$ cat src/rtl/ata_rd_pkg.sv
package ata_rd_pkg;

  typedef enum logic [1:0] {
    SQ_IDLE  = 2'd0,
    SQ_FETCH = 2'd1,
    SQ_XFER  = 2'd2,
    SQ_ADV   = 2'd3
  } seq_st_e;

  localparam logic [2:0] SEL_COUNT = 3'd0;
  localparam logic [2:0] SEL_LO    = 3'd1;
  localparam logic [2:0] SEL_MID   = 3'd2;
  localparam logic [2:0] SEL_HI    = 3'd3;
  localparam logic [2:0] SEL_DEV   = 3'd4;
  localparam logic [2:0] SEL_CMD   = 3'd5;

  localparam logic [7:0] STAT_OK  = 8'h50;
  localparam logic [7:0] STAT_ERR = 8'h51;
  localparam logic [7:0] ERR_UNC  = 8'h40;
  localparam logic [7:0] ERR_ABT  = 8'h04;

  // count register value -> number of sectors to move (0 stands for 256)
  function automatic logic [8:0] sect_total(input logic [7:0] c);
    return (c == 8'd0) ? 9'd256 : {1'b0, c};
  endfunction

  // read opcode check, bit 0 (retry) disregarded
  function automatic logic is_read_op(input logic [7:0] op);
    return op[7:1] == 7'b1100_100;
  endfunction

  function automatic logic [27:0] lba_step(input logic [27:0] a);
    return a + 28'd1;
  endfunction

  // a = {head[3:0], cyl[15:0], sec[7:0]}
  function automatic logic [27:0] chs_step(input logic [27:0] a,
                                           input logic [7:0]  spt,
                                           input logic [3:0]  hmax);
    logic [7:0]  s;
    logic [3:0]  h;
    logic [15:0] c;
    s = a[7:0];
    h = a[27:24];
    c = a[23:8];
    if (s >= spt) begin
      s = 8'd1;
      if (h >= hmax) begin
        h = 4'd0;
        c = c + 16'd1;
      end else begin
        h = h + 4'd1;
      end
    end else begin
      s = s + 8'd1;
    end
    return {h, c, s};
  endfunction

endpackage

$ cat src/rtl/rd_addr_unit.sv
module rd_addr_unit #(
  parameter int SPT    = 63,
  parameter int HEADS  = 16,
  parameter bit CHS_EN = 1'b1
) (
  input  logic        chs_mode,
  input  logic [27:0] cur_addr,
  output logic [27:0] nxt_addr
);
  import ata_rd_pkg::*;

  localparam logic [7:0] SPT_L  = 8'(SPT);
  localparam logic [3:0] HMAX_L = 4'(HEADS - 1);

  generate
    if (CHS_EN) begin : g_chs
      always_comb begin
        if (chs_mode) nxt_addr = chs_step(cur_addr, SPT_L, HMAX_L);
        else          nxt_addr = lba_step(cur_addr);
      end
    end else begin : g_lba_only
      logic unused_mode;
      assign unused_mode = chs_mode;
      assign nxt_addr    = lba_step(cur_addr);
    end
  endgenerate

endmodule

$ cat src/rtl/rd_word_pump.sv
module rd_word_pump #(
  parameter int WORDS_PER_SECT = 256,
  parameter int DATA_W         = 16
) (
  input  logic              clk,
  input  logic              rst_n,
  input  logic              run,
  input  logic              dmack,
  input  logic [DATA_W-1:0] src_word,
  output logic              dmarq,
  output logic              pop,
  output logic              sect_end,
  output logic [DATA_W-1:0] word_out
);
  localparam int WCNT_W = (WORDS_PER_SECT > 1) ? $clog2(WORDS_PER_SECT) : 1;
  localparam logic [WCNT_W-1:0] LAST_W = WCNT_W'(WORDS_PER_SECT - 1);

  logic [WCNT_W-1:0] widx_q;

  assign dmarq    = run;
  assign pop      = run && dmack;
  assign sect_end = pop && (widx_q == LAST_W);
  assign word_out = src_word;

  always_ff @(posedge clk or negedge rst_n) begin
    if (!rst_n)         widx_q <= '0;
    else if (!run)      widx_q <= '0;
    else if (sect_end)  widx_q <= '0;
    else if (pop)       widx_q <= widx_q + 1'b1;
  end

endmodule

$ cat src/rtl/ata_dma_read_seq.sv
module ata_dma_read_seq #(
  parameter int WORDS_PER_SECT = 256,
  parameter int SPT            = 63,
  parameter int HEADS          = 16,
  parameter bit CHS_EN         = 1'b1,
  parameter bit DEV_ID         = 1'b0
) (
  input  logic        clk,
  input  logic        rst_n,
  input  logic        tf_wr,
  input  logic [2:0]  tf_sel,
  input  logic [7:0]  tf_wdata,
  output logic [7:0]  rb_count,
  output logic [7:0]  rb_lba_lo,
  output logic [7:0]  rb_lba_mid,
  output logic [7:0]  rb_lba_hi,
  output logic [7:0]  rb_dev,
  output logic [7:0]  status,
  output logic [7:0]  error,
  output logic        intrq,
  output logic        med_req,
  output logic [27:0] med_addr,
  output logic        med_chs,
  input  logic        med_done,
  input  logic        med_bad,
  input  logic [15:0] med_data,
  output logic        med_pop,
  output logic        dmarq,
  input  logic        dmack,
  output logic [15:0] dd_out
);
  import ata_rd_pkg::*;

  seq_st_e    st_q;
  logic [7:0] cnt_q, lo_q, mid_q, hi_q, dev_q;
  logic [7:0] stat_q, err_q;
  logic       irq_q;
  logic [8:0] left_q;

  logic        busy;
  logic        cmd_wr, dev_hit;
  logic        accept_evt, abort_evt, ignore_evt, fail_evt, adv_evt, sect_end;
  logic        last_sect;
  logic [27:0] cur_addr, nxt_addr;

  // named events for the checker
  assign busy       = (st_q != SQ_IDLE);
  assign cmd_wr     = tf_wr && (tf_sel == SEL_CMD) && !busy;
  assign dev_hit    = (dev_q[4] == DEV_ID);
  assign accept_evt = cmd_wr && dev_hit && is_read_op(tf_wdata);
  assign abort_evt  = cmd_wr && dev_hit && !is_read_op(tf_wdata);
  assign ignore_evt = cmd_wr && !dev_hit;
  assign fail_evt   = (st_q == SQ_FETCH) && med_done && med_bad;
  assign adv_evt    = (st_q == SQ_ADV);
  assign last_sect  = (left_q == 9'd1);

  assign cur_addr = {dev_q[3:0], hi_q, mid_q, lo_q};

  rd_addr_unit #(
    .SPT    (SPT),
    .HEADS  (HEADS),
    .CHS_EN (CHS_EN)
  ) u_addr (
    .chs_mode (!dev_q[6]),
    .cur_addr (cur_addr),
    .nxt_addr (nxt_addr)
  );

  rd_word_pump #(
    .WORDS_PER_SECT (WORDS_PER_SECT),
    .DATA_W         (16)
  ) u_pump (
    .clk      (clk),
    .rst_n    (rst_n),
    .run      (st_q == SQ_XFER),
    .dmack    (dmack),
    .src_word (med_data),
    .dmarq    (dmarq),
    .pop      (med_pop),
    .sect_end (sect_end),
    .word_out (dd_out)
  );

  always_ff @(posedge clk or negedge rst_n) begin
    if (!rst_n) begin
      st_q   <= SQ_IDLE;
      cnt_q  <= 8'd0;
      lo_q   <= 8'd0;
      mid_q  <= 8'd0;
      hi_q   <= 8'd0;
      dev_q  <= 8'hA0;
      stat_q <= STAT_OK;
      err_q  <= 8'd0;
      irq_q  <= 1'b0;
      left_q <= 9'd0;
    end else begin
      irq_q <= 1'b0;
      unique case (st_q)
        SQ_IDLE: begin
          if (tf_wr) begin
            unique case (tf_sel)
              SEL_COUNT: cnt_q <= tf_wdata;
              SEL_LO:    lo_q  <= tf_wdata;
              SEL_MID:   mid_q <= tf_wdata;
              SEL_HI:    hi_q  <= tf_wdata;
              SEL_DEV:   dev_q <= tf_wdata;
              default: ;
            endcase
          end
          if (accept_evt) begin
            st_q   <= SQ_FETCH;
            err_q  <= 8'd0;
            left_q <= sect_total(cnt_q);
          end else if (abort_evt) begin
            stat_q <= STAT_ERR;
            err_q  <= ERR_ABT;
            irq_q  <= 1'b1;
          end
        end
        SQ_FETCH: begin
          if (fail_evt) begin
            st_q   <= SQ_IDLE;
            stat_q <= STAT_ERR;
            err_q  <= ERR_UNC;
            irq_q  <= 1'b1;
          end else if (med_done) begin
            st_q <= SQ_XFER;
          end
        end
        SQ_XFER: begin
          if (sect_end) st_q <= SQ_ADV;
        end
        SQ_ADV: begin
          cnt_q  <= cnt_q - 8'd1;
          lo_q   <= nxt_addr[7:0];
          mid_q  <= nxt_addr[15:8];
          hi_q   <= nxt_addr[23:16];
          dev_q  <= {dev_q[7:4], nxt_addr[27:24]};
          left_q <= left_q - 9'd1;
          if (last_sect) begin
            st_q   <= SQ_IDLE;
            stat_q <= STAT_OK;
            irq_q  <= 1'b1;
          end else begin
            st_q <= SQ_FETCH;
          end
        end
        default: st_q <= SQ_IDLE;
      endcase
    end
  end

  assign rb_count   = cnt_q;
  assign rb_lba_lo  = lo_q;
  assign rb_lba_mid = mid_q;
  assign rb_lba_hi  = hi_q;
  assign rb_dev     = dev_q;
  assign status     = busy ? {1'b1, 3'b000, dmarq, 3'b000} : stat_q;
  assign error      = err_q;
  assign intrq      = irq_q;
  assign med_req    = (st_q == SQ_FETCH);
  assign med_addr   = cur_addr;
  assign med_chs    = !dev_q[6];

endmodule

$ cat config.mk
export PLATFORM = sky130hd
export DESIGN_NAME = ata_dma_read_seq
export DESIGN_NICKNAME = d
export VERILOG_FILES = /design/src/rtl/ata_rd_pkg.sv /design/src/rtl/rd_addr_unit.sv /design/src/rtl/rd_word_pump.sv /design/src/rtl/ata_dma_read_seq.sv
export SDC_FILE = /design/constraint.sdc
export NUM_CORES = 1
export LEC_CHECK = 0
export BUFFER_PORTS_ARGS = -buffer_cell sky130_fd_sc_hd__buf_2
export CELL_PAD_IN_SITES_DETAIL_PLACEMENT = 2
export CELL_PAD_IN_SITES_GLOBAL_PLACEMENT = 2
export CORE_MARGIN = 8
export CORE_UTILIZATION = 30
export DETAILED_ROUTE_END_ITERATION = 8
export PLACE_DENSITY = 0.77
export RECOVER_POWER = 25
export SYNTH_ARGS = -nofsm -noshare
export SYNTH_HDL_FRONTEND = slang
export SYNTH_SLANG_ARGS = --single-unit
$ cat constraint.sdc
create_clock -name clk -period 2.5 [get_ports clk]
set_input_delay 0.125 -clock clk [delete_from_list [all_inputs] [get_ports clk]]
set_output_delay 0.125 -clock clk [all_outputs]
set_load 0.01 [all_outputs]
== Word-level counts from Yosys, hierarchy flattened ==
Cells that the tools add are included.
Widths: inputs -> output; s select.

* Bits in registers: 76
* Output and inout bits: 105
* Input bits: 33

* $add $sub $neg: 7
* Muxes and demuxes: 48
* Bitwise logic cells: 2
* Magnitude comparators: 2
* Reductions and logical operators: 29
* Equal/unequal tests: 28

{| class="wikitable"
|+ Operators with widths
! cell !! number
|-
| $mux 8 || 22
|-
| $pmux 8 s2 || 6
|-
| $mux 16 || 2
|-
| $add 28x1->28 const B || 1
|-
| $mux 28 || 1
|-
| $pmux 8 s3 || 1
|-
| $mux 9 || 2
|-
| $pmux 9 s2 || 1
|-
| $add 16x1->16 const B || 1
|-
| $add 8x1->8 const B || 2
|-
| $ne 2x1->1 const B || 8
|-
| $reduce_and 5->1 || 3
|-
| $reduce_and 3->1 || 4
|-
| $eq 9x1->1 const B || 1
|-
| $logic_and 1x1->1 || 9
|-
| $sub 9x1->9 const B || 1
|-
| $eq 8x8->1 const B || 1
|-
| $ge 8x6->1 const B || 1
|-
| $logic_not 8->1 || 1
|-
| $mux 2 || 4
|-
| $mux 4 || 2
|-
| $ne 2x2->1 const B || 4
|-
| $pmux 2 s4 || 1
|-
| $reduce_and 4->1 || 2
|-
| 21 further kinds || 35
|}

== Logic depth before layout (Yosys ltp) ==
Gate-level depths: netlist of run 1.

* Word-level depth: 8
* Mapped depth: 9
* Gate-level depth less buffers: 7

== Cells and area by module ==
A second synthesis of run 1 with hierarchy kept.

* Cells, all modules: 507
* Area, all modules: 4,454.3 sq um

{| class="wikitable"
|+ By module, submodules not included
! module !! times used !! area each (sq um) !! cells each
|-
| ata_dma_read_seq || 1 || 3,098.0 || 324
|-
| rd_addr_unit || 1 || 774.5 || 119
|-
| rd_word_pump || 1 || 581.8 || 64
|}

== Worst setup path before layout of run 1 ==
No wires, ideal clock.

* Kind: register to register
* Start point: register st_q[0]
* End point: register dev_q[2] (netlist: rb_dev[2])
* Required time: 2.374 ns
* Arrival time: 2.023 ns
* Clock period less this slack: 2.149 ns
* Buffers on the path: 1
* Setup slack: 0.351 ns
* Cell stages (with the launch flop): 9
* Cells stage by stage: dfrtp_1 -> inv_1 -> ha_1 -> buf_2 -> nand2b_1 -> o31ai_2 -> nand2_1 -> a21bo_1 -> a311o_1

* Longest elaborated chain between the ends: 3

{| class="wikitable"
|+ Ends and longest elaborated chain
! what !! RTL line !! RTL
|-
| start, declared || ata_dma_read_seq.sv:34 || <nowiki>seq_st_e st_q;</nowiki>
|-
| start signal, assigned || ata_dma_read_seq.sv:86 || <nowiki>st_q <= SQ_IDLE;</nowiki>
|-
| start signal, assigned || ata_dma_read_seq.sv:111 || <nowiki>st_q <= SQ_FETCH;</nowiki>
|-
| start signal, assigned || ata_dma_read_seq.sv:122 || <nowiki>st_q <= SQ_IDLE;</nowiki>
|-
| $eq 2x2->1 or $logic_not 2->1 (tied branches) || ata_dma_read_seq.sv:98 || <nowiki>unique case (st_q)</nowiki>
|-
| $ne 3x2->1 (no source line) (tied with other cells) || -- ||
|-
| $reduce_and 4->1 (no source line) || -- ||
|-
| end signal, assigned || ata_dma_read_seq.sv:106 || <nowiki>SEL_DEV: dev_q <= tf_wdata;</nowiki>
|-
| end signal, assigned || ata_dma_read_seq.sv:138 || <nowiki>dev_q <= {dev_q[7:4], nxt_addr[27:24]};</nowiki>
|-
| end, declared || ata_dma_read_seq.sv:35 || <nowiki>logic [7:0] cnt_q, lo_q, mid_q, hi_q, dev_q;</nowiki>
|}

Parallel ways exist; a longest one is shown, timed or not. The select of a mux whose other input is x is not followed.
A chain may end at the register's enable or synchronous reset.

== Final worst setup path of run 1 ==
* Start point: register st_q[0]
* End point: register mid_q[3] (netlist: rb_lba_mid[3])

* Longest elaborated chain between the ends: 3

{| class="wikitable"
|+ Ends and longest elaborated chain
! what !! RTL line !! RTL
|-
| $eq 2x2->1 or $logic_not 2->1 (tied branches) || ata_dma_read_seq.sv:98 ||
|-
| $ne 3x2->1 (no source line) (tied with other cells) || -- ||
|-
| $reduce_and 5->1 (no source line) || -- ||
|-
| end signal, assigned || ata_dma_read_seq.sv:104 || <nowiki>SEL_MID: mid_q <= tf_wdata;</nowiki>
|-
| end signal, assigned || ata_dma_read_seq.sv:136 || <nowiki>mid_q <= nxt_addr[15:8];</nowiki>
|-
| end, declared || ata_dma_read_seq.sv:35 ||
|}

Parallel ways exist; a longest one is shown, timed or not.

==> impl_metrics.env, run 1 <==
export IMPL_violations="capacitance limit, slew limit"
export IMPL_clk_latency_ps=340
export IMPL_ant_nets=0
export IMPL_grt_pass1_wl_um=27500
export IMPL_netlist_area_um2=4660
export IMPL_tightest_slew_ps=1960
export IMPL_critPathKind="reg2reg"
export IMPL_switching_share=0.486
export IMPL_combPwrFrac=0.527
export IMPL_grt_pass1_vias=4935
export IMPL_holdPathStages=3
export IMPL_worst_path_buf_inv=0
export IMPL_ctsHtreeMaxLevel=3
export IMPL_gp_routability_congestion=0.843
export IMPL_fmax_ghz=0.427
export IMPL_crit_path_end_kind="register"
export IMPL_slowest_stage="or4_1"
export IMPL_core_um2=15200
export IMPL_grt_overflow=0
export IMPL_crit_cells=6
export IMPL_yosysMostFrequentCell="dfrtp_1"
export IMPL_final_setup_viol_count=0
export IMPL_die_y_um=141
export IMPL_fin_crit_sh=0.937
export IMPL_layout_drive_gt1_share=0.246
export IMPL_p_clk_frac=0.170
export IMPL_track_usage=0.174
export IMPL_cp_start_kind="register"
export IMPL_synth_avg_cell_area_um2=8.70
export IMPL_path_clk_slew_ps=60
export IMPL_synth_async_reset_ratio=1.00
export IMPL_maxSlewHeadroom=-0.309
export IMPL_drt_wl_total_um=17100
export IMPL_cp_max_fo=14
export IMPL_die_area_um2=19800
export IMPL_cts_tree="done"
export IMPL_finalSetupTns_ps=0
export IMPL_die_w_um=141
export IMPL_skew_ps=7.89
export IMPL_power_switching_mw=3.46
export IMPL_synth_top_area_frac=0.328
export IMPL_stdcell_area_um2=5310
export IMPL_synth_seq_cells=63
export IMPL_num_vias=4443
export IMPL_antenna_found_initial=0
export IMPL_synthTopCellsByCount="dfrtp_1, buf_4, nand2_1, a21oi_1, nand3_1"
export IMPL_synth_edff_count=0
export IMPL_final_min_clock_period_ps=2340
export IMPL_n_antenna_cell=0
export IMPL_num_io_pins=138
export IMPL_max_stage_delay_ps=570
export IMPL_place_area_um2=5040
export IMPL_hold_path_class="in2reg"
export IMPL_firstDrtPassIters=4
export IMPL_status="complete, but fails checks"
export IMPL_grt_start_max_net_pins=34
export IMPL_ys_types=82
export IMPL_clock_sinks=63
export IMPL_row_count=45
export IMPL_cts_root_buf="clkbuf_16"
export IMPL_drc=0
export IMPL_required_ps=2770
export IMPL_io_buffers=96
export IMPL_ys_seq_area_frac=0.339
export IMPL_yosys_area_top_type="dfrtp_1"
export IMPL_cts_inserted_buffers=9
export IMPL_hold_viol_final=0
export IMPL_worst_ir_drop_vdd_v=0.000431
export IMPL_clock_path_buffers=2
export IMPL_vias_per_cell=5.62
export IMPL_cap_violations=1
export IMPL_synthCells=535
export IMPL_dr_first_iter_drc_count=183
export IMPL_area_growth_pct=14.1
export IMPL_yosys_most_used_dff="dfrtp_1"
export IMPL_yosys_top_cells_area="dfrtp_1, buf_4, nand2_1, ha_1, a21oi_1"
export IMPL_path_cells="ha_1, and2b_1, a21oi_2, nand3_2, or4_1, nand3_1"
export IMPL_p_int_mw=3.66
export IMPL_wl_per_cell_um=21.6
export IMPL_cp_arrival_ps=2620
export IMPL_hpwl_um=12700
export IMPL_seqPwrFrac=0.304
export IMPL_r2r_cells=6
export IMPL_start_util=0.306
export IMPL_rsz0062_at_grt="no"
export IMPL_nNetsFinal=644
export IMPL_powerDensity_nw_per_um2=1340
export IMPL_power_leakage_nw=2.29
export IMPL_slew_violations=31
export IMPL_yosysWarnings=0
export IMPL_crit_family="simple AND/OR/NAND/NOR gates"
==> worst min-delay path, delay by kind of cell <==
kind          cells  cell delay (ps)
simple gates      2              120
buf+inv           1              120
==> sequential cells by signal, indices dropped and copies added, names as in the netlist, named ones only <==
register / count
error: 2
intrq: 1
left_q: 9
rb_count: 8
rb_dev: 8
rb_lba_hi: 8
rb_lba_lo: 8
rb_lba_mid: 8
st_q: 1
stat_q: 1
u_pump.widx_q: 8
==> per-stage QoR <==
step / cells / hold WS [ps] / util / power, mW / setup slack [ps]
2_1_floorplan: 543 / -171 / - / 4.69 / 351
4_1_cts: 790 / 55.2 / 0.350 / 7.21 / 167
3_5_place_dp: 773 / 250 / 0.331 / 5.95 / 185
6_report: 790 / 56.1 / 0.349 / 7.12 / 156
3_3_place_gp: 773 / 250 / 0.331 / 5.72 / 352
5_1_grt: 790 / 69.7 / 0.349 / 7.66 / 34.8
==> power groups by stage <==
stage | clock network (mW) | logic (mW) | registers, mW
2_1_floorplan | 0 | 2.54 | 2.15
3_3_place_gp | 0 | 3.61 | 2.12
3_5_place_dp | 0 | 3.78 | 2.17
4_1_cts | 1.23 | 3.82 | 2.16
5_1_grt | 1.27 | 4.14 | 2.25
6_report | 1.21 | 3.75 | 2.16
==> cells by family after synthesis <==
family | Yosys count | synth area share
AO/OA/AOI/OAI | 144 | 0.214
XOR/XNOR | 4 | 0.00752
adder cells (fa/ha/maj) | 14 | 0.0376
buffers and inverters | 97 | 0.131
flip-flops | 63 | 0.339
multiplexers | 10 | 0.0234
other | 1 | 0.000805
AND/OR/NAND/NOR | 202 | 0.247
==> per-layer routing <==
layer,vias to the layer above,track usage,part of all wire
met5,-,0,0
met4,0,0.0645,0.017
met3,25,0.0344,0.044
met2,108,0.295,0.49
met1,2267,0.216,0.45
li1,2043,-,-
==> cells in the final DEF (no fill, tap or decap), types with 5 or more instances in the layout <==
| cell type | synthesis | layout |
|---|---|---|
| buf_2 | 5 | 86 |
| dfrtp_1 | 61 | 61 |
| nand2_1 | 47 | 47 |
| a21oi_1 | 31 | 31 |
| nand3_1 | 29 | 29 |
| o21ai_0 | 28 | 28 |
| inv_1 | 25 | 25 |
| nor2_1 | 22 | 22 |
| nand4_1 | 20 | 20 |
| buf_4 | 56 | 17 |
| o22ai_1 | 15 | 15 |
| ha_1 | 14 | 14 |
| and2_1 | 12 | 12 |
| clkbuf_1 | 8 | 12 |
| or4_1 | 9 | 9 |
| nand2b_1 | 9 | 9 |
| conb_1 | 1 | 9 |
| clkbuf_16 | 0 | 9 |
| mux2_2 | 7 | 7 |
| a22o_1 | 7 | 7 |
| and3_1 | 6 | 6 |
| nor4_1 | 5 | 5 |
| nor3_1 | 5 | 5 |
| o21ai_1 | 5 | 5 |
| nor2b_1 | 5 | 5 |
| a22oi_1 | 5 | 5 |
==> worst paths after layout <==
path,startpoint,slack [ps],end
hold / removal,tf_wdata[1],60,rb_lba_hi[1]
setup / recovery,st_q[0],160,rb_lba_mid[3]
setup reg to reg,st_q[0],160,rb_lba_mid[3]
hold reg to reg,error[2],530,error[2]
min in group asynchronous,rst_n,890,rb_dev[1]
max in group asynchronous,rst_n,460,rb_lba_hi[0]
==> layout make-up <==
cell class	instances	area, µm²
Clock buffer	13	260
Clock inverter	3	17.5
Fill cell	1750	9890
Inverter	25	93.8
Multi-Input combinational cell	383	2500
Sequential cell	63	1580
Tap cell	188	235
Timing Repair Buffer	115	626
==> timing repair <==
item	CTS	global route
hold buffers	1	0
buffers inserted	0	0
resized for setup	0	0
endpoints found under the hold margin	30	0
No activity file was read; power rests on OpenSTA's default activity.
==> run 2, diff against run 1 <==
--- a/config.mk
+++ b/config.mk
@@ -8,6 +8,7 @@
 export BUFFER_PORTS_ARGS = -buffer_cell sky130_fd_sc_hd__buf_2
 export CELL_PAD_IN_SITES_DETAIL_PLACEMENT = 2
 export CELL_PAD_IN_SITES_GLOBAL_PLACEMENT = 2
+export CORE_ASPECT_RATIO = 1.2
 export CORE_MARGIN = 8
 export CORE_UTILIZATION = 30
 export DETAILED_ROUTE_END_ITERATION = 8
==> run 2 against run 1 <==
  * The run still ends with capacitance limit, slew limit left
  * Critical path depth is 1 higher
  * Clock power is 11% higher
  * Global-route usage is 0.85 points higher
  * Die area hardly changed
  * Clock-buffer cell count stayed put
  * Wire length is 1.3% higher
  * Critical path type unchanged
==> impl_metrics.env, run 2 (synthesis results as in run 1) <==
export IMPL_cts_tree="done"
export IMPL_num_vias=4494
export IMPL_power_switching_mw=3.48
export IMPL_die_y_um=152
export IMPL_firstDrtPassIters=4
export IMPL_p_int_mw=3.87
export IMPL_worst_ir_drop_vdd_v=0.000389
export IMPL_layout_drive_gt1_share=0.274
export IMPL_required_ps=2720
export IMPL_power_leakage_nw=2.36
export IMPL_r2r_start="st_q[0]"
export IMPL_worst_path_buf_inv=1
export IMPL_final_min_clock_period_ps=2300
export IMPL_drt_wl_total_um=17300
export IMPL_layout_setup_ws_ps=196
export IMPL_grt_pass1_wl_um=28400
export IMPL_regMostFlops="left_q"
export IMPL_area_growth_pct=16.2
export IMPL_power_mw=7.35
export IMPL_clk_latency_ps=340
export IMPL_seqPwrFrac=0.285
export IMPL_track_usage=0.183
export IMPL_nNetsFinal=648
export IMPL_hpwl_um=13000
export IMPL_clock_path_buffers=2
export IMPL_core_um2=15400
export IMPL_critPathKind="reg2reg"
export IMPL_largest_reg_flops=9
export IMPL_rsz0062_at_grt="no"
export IMPL_antenna_found_initial=0
export IMPL_ctsHoldBuffers=0
export IMPL_clock_sinks=63
export IMPL_fin_crit_sh=0.922
export IMPL_final_common_cell="buf_2"
export IMPL_min_to="rb_lba_hi[1]"
export IMPL_fmax_ghz=0.434
export IMPL_start_util=0.303
export IMPL_place_ws_ps=197
export IMPL_final_setup_viol_count=0
export IMPL_grt_overflow=0
export IMPL_finalSetupTns_ps=0
export IMPL_ctsHtreeMaxLevel=3
export IMPL_powerDensity_nw_per_um2=1360
export IMPL_p_clk_frac=0.182
export IMPL_status="complete, but fails checks"
export IMPL_cts_inserted_buffers=9
export IMPL_path_cells="inv_1, ha_1, nand2b_1, o31ai_2, nand2_1, a21bo_1, a311o_1"
export IMPL_drc=0
export IMPL_hold_viol_final=0
export IMPL_cts_root_buf="clkbuf_16"
export IMPL_die_area_um2=19800
export IMPL_wl_per_cell_um=21.2
export IMPL_worstHoldStart="tf_wdata[1]"
export IMPL_maxSlewHeadroom=-0.179
export IMPL_cap_violations=1
export IMPL_r2r_end="rb_dev[2]"
export IMPL_num_io_pins=138
export IMPL_cp_arrival_ps=2520
export IMPL_crit_path_end_kind="register"
export IMPL_grt_pass1_vias=5103
export IMPL_combPwrFrac=0.533
export IMPL_n_antenna_cell=0
export IMPL_vias_per_cell=5.52
export IMPL_ant_nets=0
export IMPL_slowest_stage="dfrtp_1"
export IMPL_crit_family="compound AO/OA/AOI/OAI gates"
export IMPL_r2r_cells=7
export IMPL_cp_start_kind="register"
export IMPL_violations="capacitance limit, slew limit"
export IMPL_dr_first_iter_drc_count=214
export IMPL_most_common_layout_cells="buf_2, dfrtp_1, nand2_1"
export IMPL_io_buffers=96
export IMPL_tightest_slew_ps=1770
export IMPL_rrSetupSlack_ps=200
export IMPL_hold_ws_ps=56.6
export IMPL_row_count=50
export IMPL_skew_ps=7.49
export IMPL_switching_share=0.473
export IMPL_cp_max_fo=8
export IMPL_path_clk_slew_ps=60
export IMPL_hold_path_class="in2reg"
export IMPL_grt_start_max_net_pins=64
export IMPL_max_stage_delay_ps=440
export IMPL_die_w_um=130
export IMPL_holdPathStages=3
export IMPL_slew_violations=64
export IMPL_gp_routability_congestion=0.811
-- run 2: changes by cell type in the layout (fill, tap and decap cells not counted), sizes merged --
cell and change:
buf +14, bufinv +1, clkbuf -9, clkinvlp -1
dlygate4sd3 -1
-- run 2: tightest hold or removal path, cell delays in order --
cell and delay [ps]:
buf_2 130, nand2_1 50, nand3_1 60
-- run 2: final cells by class --
type,instances,area [µm²]
clock buffer,13,270
tap,208,260
multi-input combinational,383,2500
inverter,25,93.8
sequential,63,1580
clock inverter,3,40.0
fill,1804,9980
timing repair buffer,119,663
-- run 2: repair_timing --
item                                    CTS  global route
setup buffers                             0             0
resized for setup                         0             2
endpoints found under the setup margin    0             2
-- run 2: power by group through the flow --
stage	combinational, mW	sequential (mW)	clock (mW)
finish	3.92	2.10	1.34
global route	4.34	2.19	1.41
CTS	3.99	2.10	1.38
detailed placement	3.97	2.11	0
global placement	3.81	2.07	0
floorplan	2.54	2.15	0
-- run 2: worst max path at each step --
stage                 start            end  slack [ps]  cells past startpoint
detailed placement  st_q[0]        st_q[0]         200                      7
global route        st_q[0]      left_q[0]          20                      7
floorplan           st_q[0]      rb_dev[2]         350                      8
CTS                 st_q[0]        st_q[0]         180                      7
global placement    st_q[0]  rb_lba_mid[2]         330                      6
finish              st_q[0]      rb_dev[2]         200                      7
-- run 2: per-layer routing --
layer | global-route usage | share of wire | up-vias
met5 | 0 | 0 | -
met4 | 0.0776 | 0.022 | 0
met3 | 0.0294 | 0.040 | 19
met2 | 0.328 | 0.53 | 112
met1 | 0.206 | 0.41 | 2310
li1 | - | - | 2053
-- run 2: through the flow --
step	utilization	area, µm²	instances
2_1_floorplan	-	4690	543
3_3_place_gp	0.331	5100	798
3_5_place_dp	0.331	5100	798
4_1_cts	0.351	5410	814
5_1_grt	0.352	5410	814
6_report	0.352	5410	814
==> run 3, diff against run 2 <==
--- a/config.mk
+++ b/config.mk
@@ -9,7 +9,7 @@
 export CELL_PAD_IN_SITES_DETAIL_PLACEMENT = 2
 export CELL_PAD_IN_SITES_GLOBAL_PLACEMENT = 2
 export CORE_ASPECT_RATIO = 1.2
-export CORE_MARGIN = 8
+export CORE_MARGIN = 10
 export CORE_UTILIZATION = 30
 export DETAILED_ROUTE_END_ITERATION = 8
 export PLACE_DENSITY = 0.77
==> constraint.sdc (replaced) <==
create_clock -name clk -period 2.5 [get_ports clk]
set_input_delay 0.25 -clock clk [delete_from_list [all_inputs] [get_ports clk]]
set_output_delay 0.25 -clock clk [all_outputs]
set_load 0.02 [all_outputs]
==> run 3 against run 2 <==
  * The flow still finishes with violations (capacitance limit, slew limit)
  * First-iteration DRC count increased by 7.5%
  * Register-to-register slack gained 20 ps
  * Sequential power about the same
  * Clock power decreased by 10%
  * Total power is 5.2% higher
  * Critical path depth is the same
  * Fmax increased by 0.71%
  * Non-clock buffer count up 1
  * Clock skew decreased by 0.80 ps
  * Critical path type unchanged
  * Largest cell class unchanged
==> impl_metrics.env, run 3 (synthesis results as in run 1) <==
export IMPL_postCtsSetupRepairBufs=0
export IMPL_finalSetupTns_ps=0
export IMPL_critPathKind="reg2reg"
export IMPL_dr_first_iter_drc_count=230
export IMPL_max_stage_delay_ps=440
export IMPL_worst_ir_drop_vdd_v=0.000550
export IMPL_violations="capacitance limit, slew limit"
export IMPL_core_um2=15100
export IMPL_drc=0
export IMPL_final_common_cell="buf_2"
export IMPL_multi_input_area_um2=2510
export IMPL_clock_sinks=63
export IMPL_crit_family="simple AND/OR/NAND/NOR gates"
export IMPL_final_cells=812
export IMPL_layout_drive_gt1_share=0.267
export IMPL_powerDensity_nw_per_um2=1440
export IMPL_final_min_clock_period_ps=2290
export IMPL_track_usage=0.171
export IMPL_cap_violations=1
export IMPL_clock_path_buffers=2
export IMPL_drt_wl_total_um=17700
export IMPL_final_setup_viol_count=0
export IMPL_switching_share=0.517
export IMPL_ctsHoldBuffers=0
export IMPL_area_growth_pct=15.6
export IMPL_routed_top_layer="met4"
export IMPL_dp_cells=795
export IMPL_regArea_um2=1580
export IMPL_power_switching_mw=4.00
export IMPL_num_fill_cells=1752
export IMPL_ant_nets=0
export IMPL_wl_met1_um=7410
export IMPL_cts_root_buf="clkbuf_16"
export IMPL_fin_crit_sh=0.915
export IMPL_num_vias=4479
export IMPL_start_util=0.309
export IMPL_finish_utilization=0.357
export IMPL_worst_path_buf_inv=1
export IMPL_io_buffers=96
export IMPL_die_y_um=156
export IMPL_status="complete, but fails checks"
export IMPL_layout_setup_ws_ps=212
export IMPL_skew_ps=6.69
export IMPL_dr_wl_met2_um=9320
export IMPL_path_clk_slew_ps=50
export IMPL_largest_reg_flops=9
export IMPL_seqPwrFrac=0.274
export IMPL_cts_inserted_buffers=9
export IMPL_met3_length_um=739
export IMPL_place_ws_ps=162
export IMPL_path_cells="inv_1, ha_1, nand3b_1, nand4b_1, a21boi_2, nand3_1, o32a_1"
export IMPL_ctsHtreeMaxLevel=3
export IMPL_slew_violations=37
export IMPL_hold_viol_final=0
export IMPL_slowest_stage="dfrtp_1"
export IMPL_crit_path_end_kind="register"
export IMPL_maxSlewHeadroom=-0.543
export IMPL_cts_tree="done"
export IMPL_row_count=49
export IMPL_combPwrFrac=0.571
export IMPL_p_int_mw=3.73
export IMPL_antenna_found_initial=1
export IMPL_grt_pass1_wl_um=28700
export IMPL_wl_per_cell_um=21.8
export IMPL_required_ps=2720
export IMPL_cp_start_kind="register"
export IMPL_die_area_um2=20900
export IMPL_gp_routability_congestion=0.832
export IMPL_most_common_layout_cells="buf_2, dfrtp_1, nand2_1"
export IMPL_hold_path_class="in2reg"
export IMPL_clk_latency_ps=350
export IMPL_hpwl_um=13300
export IMPL_num_io_pins=138
export IMPL_cp_max_fo=6
export IMPL_firstDrtPassIters=4
export IMPL_regMostFlops="left_q"
export IMPL_rsz0062_at_grt="no"
export IMPL_grt_start_max_net_pins=37
export IMPL_tightest_slew_ps=2310
export IMPL_p_clk_frac=0.154
export IMPL_nNetsFinal=649
export IMPL_fmax_ghz=0.437
export IMPL_power_leakage_nw=2.34
export IMPL_grt_overflow=0
export IMPL_grt_pass1_vias=5115
export IMPL_cp_arrival_ps=2510
export IMPL_die_w_um=134
export IMPL_vias_per_cell=5.52
==> run 3: changes by cell type in the layout (fill, tap and decap cells not counted), sizes merged <==
cell,previous run,this run
clkbuf,14,17
diode,0,1
bufinv,1,0
clkinv,2,1
==> run 3: final timing paths <==
path	startpoint	end	slack (ps)	cells after the start
max	st_q[0]	st_q[0]	210	7
min	tf_wdata[1]	rb_lba_hi[1]	190	3
max reg2reg	st_q[0]	st_q[0]	210	7
min reg2reg	error[2]	error[2]	520	1
max in group asynchronous	rst_n	rb_dev[1]	580	1
min in group asynchronous	rst_n	rb_lba_hi[4]	610	1
==> run 3: layout make-up <==
type	count	area share
sequential	63	0.293
timing repair buffer	120	0.124
clock buffer	15	0.0497
tap	204	0.0474
antenna	1	0.000465
inverter	25	0.0174
multi-input combinational	383	0.467
clock inverter	1	0.000929
==> run 3: per-layer routing <==
layer,GRT usage,vias up
li1,-,2046
met1,0.193,2323
met2,0.313,88
met3,0.0343,22
met4,0.0586,0
met5,0,-
==> run 3: repair_timing <==
action | 4_1_cts | 5_1_grt
gates resized for setup | 0 | 2
setup endpoints to repair | 0 | 2
hold endpoints to repair | 0 | 0
==> run 3: metrics by stage <==
step | cell area (µm²) | power (mW) | hold WS, ps
floorplan | 4690 | 5.20 | -45.6
global placement | 5100 | 6.36 | 470
detailed placement | 5100 | 6.58 | 456
CTS | 5370 | 7.84 | 92.9
global route | 5380 | 8.33 | 233
finish | 5390 | 7.74 | 191
==> run 3: tightest hold or removal path: cells and delay by family <==
family / cells / cell delay [ps]
AND/OR/NAND/NOR: 2 / 130
buffers and inverters: 1 / 120
==> run 3: power groups by stage <==
stage	clock [mW]	combinational (mW)	sequential, mW
6_report	1.20	4.42	2.12
5_1_grt	1.26	4.84	2.22
4_1_cts	1.22	4.49	2.13
3_5_place_dp	0	4.44	2.14
3_3_place_gp	0	4.27	2.09
2_1_floorplan	0	2.80	2.41
